### config.mk
export PLATFORM = sky130hd
export DESIGN_NAME = trng_regctl
export DESIGN_NICKNAME = d
export VERILOG_FILES = /design/src/rtl/trng_pkg.sv /design/src/rtl/trng_ctrl_reg.sv /design/src/rtl/trng_sampler.sv /design/src/rtl/trng_buffer.sv /design/src/rtl/trng_regctl.sv
export SDC_FILE = /design/constraint.sdc
export NUM_CORES = 1
export LEC_CHECK = 0
export CAP_MARGIN = 20
export CORE_ASPECT_RATIO = 0.7
export CORE_UTILIZATION = 23
export CTS_BUF_LIST = sky130_fd_sc_hd__clkbuf_2 sky130_fd_sc_hd__clkbuf_4 sky130_fd_sc_hd__clkbuf_8
export CTS_CLUSTER_SIZE = 10
export DETAILED_ROUTE_END_ITERATION = 12
export GPL_ROUTABILITY_DRIVEN = 0
export PLACE_DENSITY = 0.42
export SLEW_MARGIN = 20
export SYNTH_ARGS = -nofsm -noshare
export SYNTH_HDL_FRONTEND = slang
export SYNTH_SLANG_ARGS = --single-unit
### constraint.sdc
create_clock -name clk -period 28.1 [get_ports clk]
set_input_delay 8.43 -clock clk [delete_from_list [all_inputs] [get_ports clk]]
set_output_delay 8.43 -clock clk [all_outputs]
set_load 0.01 [all_outputs]
### src/rtl/trng_pkg.sv
package trng_pkg;
  localparam int unsigned OFS_SRST = 32'h004;
  localparam int unsigned OFS_CTRL = 32'h400;
  localparam int unsigned OFS_CNT  = 32'h404;
  localparam int unsigned OFS_DATA = 32'h410;

  typedef struct packed {
    logic [9:0] spare;
    logic [1:0] len;
    logic [1:0] osc;
    logic       en;
    logic       start;
  } ctrl_t;
endpackage

### src/rtl/trng_ctrl_reg.sv
module trng_ctrl_reg
  import trng_pkg::*;
(
  input  logic        clk,
  input  logic        rst_n,
  input  logic        soft_clr,
  input  logic        ctrl_wr,
  input  logic [31:0] wdata,
  input  logic        done,
  output ctrl_t       ctrl_q,
  output logic        launch
);
  ctrl_t ctrl_n;
  ctrl_t merged;

  always_comb begin
    merged = ctrl_t'((ctrl_q & ~wdata[31:16]) | (wdata[15:0] & wdata[31:16]));
    ctrl_n = ctrl_q;
    launch = 1'b0;
    if (soft_clr) begin
      ctrl_n = '0;
    end else if (ctrl_wr) begin
      ctrl_n = merged;
      if (!merged.en) begin
        ctrl_n.start = 1'b0;
      end else if (merged.start && !ctrl_q.start) begin
        launch = 1'b1;
      end else if (merged.start && done) begin
        ctrl_n.start = 1'b0;
      end
    end else if (done) begin
      ctrl_n.start = 1'b0;
    end
  end

  always_ff @(posedge clk or negedge rst_n) begin
    if (!rst_n) ctrl_q <= '0;
    else        ctrl_q <= ctrl_n;
  end
endmodule

### src/rtl/trng_sampler.sv
module trng_sampler #(
  parameter int CNT_W = 32,
  parameter int IDX_W = 8
) (
  input  logic             clk,
  input  logic             rst_n,
  input  logic             soft_clr,
  input  logic             launch,
  input  logic             busy,
  input  logic [CNT_W-1:0] period,
  input  logic [IDX_W:0]   target,
  output logic             capture,
  output logic [IDX_W-1:0] bit_idx,
  output logic             done
);
  logic [CNT_W-1:0] cyc_q, cyc_n;
  logic [IDX_W-1:0] idx_n;
  logic             last;
  logic [IDX_W:0]   idx_plus;

  assign last     = (period <= CNT_W'(1)) || (cyc_q >= period - CNT_W'(1));
  assign capture  = busy && last;
  assign idx_plus = {1'b0, bit_idx} + {{IDX_W{1'b0}}, 1'b1};
  assign done     = capture && (idx_plus >= target);

  always_comb begin
    cyc_n = cyc_q;
    idx_n = bit_idx;
    if (soft_clr || launch) begin
      cyc_n = '0;
      idx_n = '0;
    end else if (busy) begin
      if (last) begin
        cyc_n = '0;
        idx_n = idx_plus[IDX_W-1:0];
      end else begin
        cyc_n = cyc_q + CNT_W'(1);
      end
    end
  end

  always_ff @(posedge clk or negedge rst_n) begin
    if (!rst_n) begin
      cyc_q   <= '0;
      bit_idx <= '0;
    end else begin
      cyc_q   <= cyc_n;
      bit_idx <= idx_n;
    end
  end
endmodule

### src/rtl/trng_buffer.sv
module trng_buffer #(
  parameter int MAX_WORDS = 8,
  parameter int IDX_W     = 8,
  parameter int SEL_W     = 3
) (
  input  logic             clk,
  input  logic             rst_n,
  input  logic             soft_clr,
  input  logic             launch,
  input  logic             capture,
  input  logic [IDX_W-1:0] bit_idx,
  input  logic             bit_in,
  input  logic [SEL_W-1:0] word_sel,
  input  logic [SEL_W:0]   words_valid,
  output logic [31:0]      word_out
);
  localparam int MAX_BITS = MAX_WORDS * 32;

  logic [MAX_BITS-1:0] store_q, store_n;
  logic [31:0]         words [MAX_WORDS];

  always_comb begin
    store_n = store_q;
    if (soft_clr || launch) store_n = '0;
    else if (capture)       store_n[bit_idx] = bit_in;
  end

  always_ff @(posedge clk or negedge rst_n) begin
    if (!rst_n) store_q <= '0;
    else        store_q <= store_n;
  end

  for (genvar g = 0; g < MAX_WORDS; g++) begin : g_word
    assign words[g] = store_q[g*32 +: 32];
  end

  assign word_out = ({1'b0, word_sel} < words_valid) ? words[word_sel] : 32'h0;
endmodule

### src/rtl/trng_regctl.sv
module trng_regctl
  import trng_pkg::*;
#(
  parameter int ADDR_W    = 12,
  parameter int CNT_W     = 32,
  parameter int MAX_WORDS = 8
) (
  input  logic              clk,
  input  logic              rst_n,
  input  logic              wr_en,
  input  logic              rd_en,
  input  logic [ADDR_W-1:0] addr,
  input  logic [31:0]       wdata,
  output logic [31:0]       rdata,
  input  logic              noise_in,
  output logic [1:0]        osc_speed
);
  localparam int MAX_BITS = MAX_WORDS * 32;
  localparam int IDX_W    = $clog2(MAX_BITS);
  localparam int SEL_W    = $clog2(MAX_WORDS);
  localparam int STEP_W   = MAX_WORDS / 4;

  logic [1:0]        sync_q;
  logic              rst_sn;
  logic              hit_ctrl, hit_cnt, hit_rst, hit_data;
  logic [ADDR_W-1:0] data_off;
  logic [SEL_W-1:0]  word_sel;
  logic              soft_clr, srst_q, srst_n;
  logic [CNT_W-1:0]  cnt_q, cnt_n;
  ctrl_t             ctrl_q;
  logic              launch, busy, capture, done;
  logic [IDX_W-1:0]  bit_idx;
  logic [SEL_W:0]    words_valid;
  logic [IDX_W:0]    target;
  logic [31:0]       word_out;

  always_ff @(posedge clk or negedge rst_n) begin
    if (!rst_n) sync_q <= 2'b00;
    else        sync_q <= {sync_q[0], 1'b1};
  end
  assign rst_sn = sync_q[1];

  assign hit_ctrl = (addr == ADDR_W'(OFS_CTRL));
  assign hit_cnt  = (addr == ADDR_W'(OFS_CNT));
  assign hit_rst  = (addr == ADDR_W'(OFS_SRST));
  assign data_off = addr - ADDR_W'(OFS_DATA);
  assign hit_data = (data_off[1:0] == 2'b00) && ((data_off >> 2) < ADDR_W'(MAX_WORDS));
  assign word_sel = data_off[SEL_W+1:2];

  assign soft_clr = wr_en && hit_rst && wdata[0];
  assign busy     = ctrl_q.start;
  assign osc_speed = ctrl_q.osc;

  assign words_valid = (SEL_W+1)'(({1'b0, ctrl_q.len} + 3'd1) * STEP_W);
  assign target      = {words_valid, 5'b00000};

  always_comb begin
    srst_n = soft_clr;
    cnt_n  = cnt_q;
    if (soft_clr)                cnt_n = '0;
    else if (wr_en && hit_cnt)   cnt_n = wdata[CNT_W-1:0];
  end

  always_ff @(posedge clk or negedge rst_sn) begin
    if (!rst_sn) begin
      srst_q <= 1'b0;
      cnt_q  <= '0;
    end else begin
      srst_q <= srst_n;
      cnt_q  <= cnt_n;
    end
  end

  trng_ctrl_reg u_ctrl (
    .clk      (clk),
    .rst_n    (rst_sn),
    .soft_clr (soft_clr),
    .ctrl_wr  (wr_en && hit_ctrl),
    .wdata    (wdata),
    .done     (done),
    .ctrl_q   (ctrl_q),
    .launch   (launch)
  );

  trng_sampler #(.CNT_W(CNT_W), .IDX_W(IDX_W)) u_samp (
    .clk      (clk),
    .rst_n    (rst_sn),
    .soft_clr (soft_clr),
    .launch   (launch),
    .busy     (busy),
    .period   (cnt_q),
    .target   (target),
    .capture  (capture),
    .bit_idx  (bit_idx),
    .done     (done)
  );

  trng_buffer #(.MAX_WORDS(MAX_WORDS), .IDX_W(IDX_W), .SEL_W(SEL_W)) u_buf (
    .clk         (clk),
    .rst_n       (rst_sn),
    .soft_clr    (soft_clr),
    .launch      (launch),
    .capture     (capture),
    .bit_idx     (bit_idx),
    .bit_in      (noise_in),
    .word_sel    (word_sel),
    .words_valid (words_valid),
    .word_out    (word_out)
  );

  always_comb begin
    rdata = 32'h0;
    if (rd_en) begin
      if (hit_ctrl)      rdata = {16'h0, ctrl_q};
      else if (hit_cnt)  rdata = 32'(cnt_q);
      else if (hit_rst)  rdata = {31'h0, srst_q};
      else if (hit_data) rdata = word_out;
    end
  end
endmodule

==> impl_results.md <==
- Critical path arrival: 12060 ps
- Avg WL per Cell: 21.85 um
- CP startpoint: addr[4]
- Clock Latency Late Sink: 670 ps
- Largest net degree at the start of global routing: 199
- Outcome: finished clean
- Maximum fanout along the worst path: 47
- Yosys warnings: 0
- Yosys reg bits: 347
- Element type at the critical path end: primary output
- Final wirelength: 72500 um
- Die height: 251.9 um
- PostCTS Resize Cnt: 0
- Setup_tns: 0 ps
- Initial Util: 0.2325
- Setup violators final: 0
- R2R setup slack: 21980 ps
- 1st-pass router iterations: 5
- Mapped cell area: 0.02051 sq mm
- Die W: 359.0 um
- Register area: 0.008691 sq mm
- Layout cells sized above 1: 0.1067
- Worst r2r src: cnt_q[6]
- Headroom to the max-slew limit: 0.2108
- First-pass GRT wire length: 110400 um
- Routed Antenna Nets: 0
- Final Hold Fails: 0
- Post-synth EDFFs: 0
- Vias per cell: 5.165
- Design Area, Final: 0.02360 sq mm
- Max clock buf depth: 3
- Leakage: 9.167 nW
- Post-CTS Setup Repair Bufs: 0
- Final period util: 0.7293
- CTS tree: done
- RSZ-0062 raised after global routing: no
- Vias in the first global route: 16938
- WS Path Type: input pin to primary output
- Worst slew pin tran: 1184 ps
- Core box area: 0.08824 sq mm
- Fill cells: 9298
- Max cap viols: 0
- Iter 0 DRT Violations: 1693
- Final Util: 0.2675
- TritonCTS Buffers: 57
- Die area: 0.09041 sq mm
- Clock root buffer: clkbuf_8
- VDD IR-drop max: 34.35 uV
- FP Rows: 91
- Area of the multi-input gates: 0.01104 sq mm
- Fmax: 48.79 MHz
- Fin. max-slew vios: 0
- GRT overflow: 0
- Placed standard-cell area: 0.02229 sq mm
- Reg clk slew, reported paths: 60 ps
- Commonest non-fill, non-tap cell in the layout: nand2_1
- Area growth from synthesis to layout: 15.05%
- # H-tree levels: 2
- Post-synth top flop: dfrtp_1
- Drc violations: 0
- Ant. Diodes: 0
- CTS sink cnt: 347
- Initial antenna violation count: 4
- Post-layout minimum cycle time: 20490 ps
- Cell variety after synth: 63
- Ys async rst share: 1.000
- Tightest Hold Check Type: flip-flop to asynchronous set/reset pin
- Synthesized instance count: 2145
- P per Cell Area: 45.96 mW/mm^2
- Port Buf Inserts: 82
- Hold_buf cts: 0
- Tot GR Track Use: 0.1579
- Io pins: 83
- Post-synthesis area per instance: 9.564 sq um
- Sequential share of the synthesized area: 0.4233
- Commonest non-fill, non-tap cells in the layout: nand2_1 (354), dfrtp_1 (345), mux2i_1 (257)
- Layout Skew: 26.61 ps
- Final net count: 2206
- Mapped Nets: 2240
- Vias: 17139
- Crit start category: input pin
- HPWL after detailed placement: 46670 um
- Worst path required time: 19670 ps
==> layout make-up <==
type | count | share of cell area
sequential | 347 | 0.3682
clock inverter | 6 | 0.001696
multi-input combinational | 1573 | 0.4676
inverter | 19 | 0.003022
clock buffer | 98 | 0.05131
tap | 1162 | 0.06160
timing repair buffer | 113 | 0.04654
==> per-stage QoR <==
| stage | hold slack [ps] | setup slack [ps] | total power [mW] | cells |
|---|---|---|---|---|
| 6_report | 350.9 | 7606 | 1.085 | 3318 |
| 5_1_grt | 374.6 | 7387 | 1.131 | 3318 |
| 4_1_cts | 369.6 | 7673 | 1.100 | 3315 |
| 3_5_place_dp | 345.8 | 7683 | 0.5931 | 3211 |
| 3_3_place_gp | 338.9 | 7624 | 0.5919 | 3211 |
| 2_1_floorplan | 331.2 | 8894 | 0.5620 | 2145 |
==> synthesized netlist by cell type (18+ instances only) <==
| cell | n | share of area |
|---|---|---|
| xor2_1 | 24 | 0.010 |
| a21oi_1 | 83 | 0.020 |
| nand4_1 | 75 | 0.023 |
| nand3_1 | 93 | 0.023 |
| o211ai_1 | 23 | 0.0084 |
| mux2i_1 | 257 | 0.13 |
| inv_1 | 18 | 0.0033 |
| nor3_1 | 117 | 0.029 |
| buf_1 | 39 | 0.0071 |
| o31ai_1 | 26 | 0.0095 |
| mux4_2 | 64 | 0.070 |
| and2_1 | 20 | 0.0061 |
| xnor2_1 | 22 | 0.0094 |
| clkbuf_1 | 150 | 0.027 |
| nor2b_1 | 26 | 0.0079 |
| dfrtp_1 | 347 | 0.42 |
| ha_1 | 46 | 0.028 |
| nand2_1 | 358 | 0.066 |
| o21ai_0 | 66 | 0.016 |
| nor4_1 | 76 | 0.023 |
| nor2_1 | 79 | 0.014 |
==> logic make-up after synthesis <==
kind of cell    after synthesis  synth area share
simple gates                904            0.2141
fa+ha+maj                    46           0.02806
compound gates              254           0.07612
other cells                   1         0.0001828
buf+inv                     225           0.04245
xor+xnor                     46           0.01964
flops                       347            0.4233
mux                         322            0.1962
==> final timing paths <==
kind,to,cells past startpoint
max,rdata[9],11
min reg2reg,u_buf.store_q[64],0
min,u_buf.store_q[64],0
min in group clk,sync_q[1],0
max reg2reg,u_samp.cyc_q[3],17
max in group asynchronous,sync_q[1],1
==> routing by layer <==
layer	wire length, um	global-route usage	part of all wire
met3	5132	0.03613	0.071
met5	18	0	0.00025
met2	29110	0.2146	0.40
met4	1763	0.04292	0.024
met1	36480	0.2438	0.50
==> flip-flops by register name (all words and copies together), names as in the netlist <==
name / flops
cnt_q: 32
srst_q: 1
sync_q: 2
u_buf.store_q: 256
u_ctrl.ctrl_q: 16
u_samp.bit_idx: 8
u_samp.cyc_q: 32
==> report_power, final <==
part	switching, mW	internal, mW	total, mW
combinational	0.0474	0.0247	0.0722
sequential	0.00612	0.506	0.512
clock	0.231	0.270	0.501
==> critical path, cell delays in order <==
cell             delay, ps
clkdlybuf4s50_1        610
inv_2                  160
ha_1                   220
nor4b_2                450
nand3_1                220
nor2b_4                420
buf_4                  520
a22oi_1                150
o21ai_0                120
and2_1                 160
clkdlybuf4s50_1        550
Power figures use the tool's default switching activity.
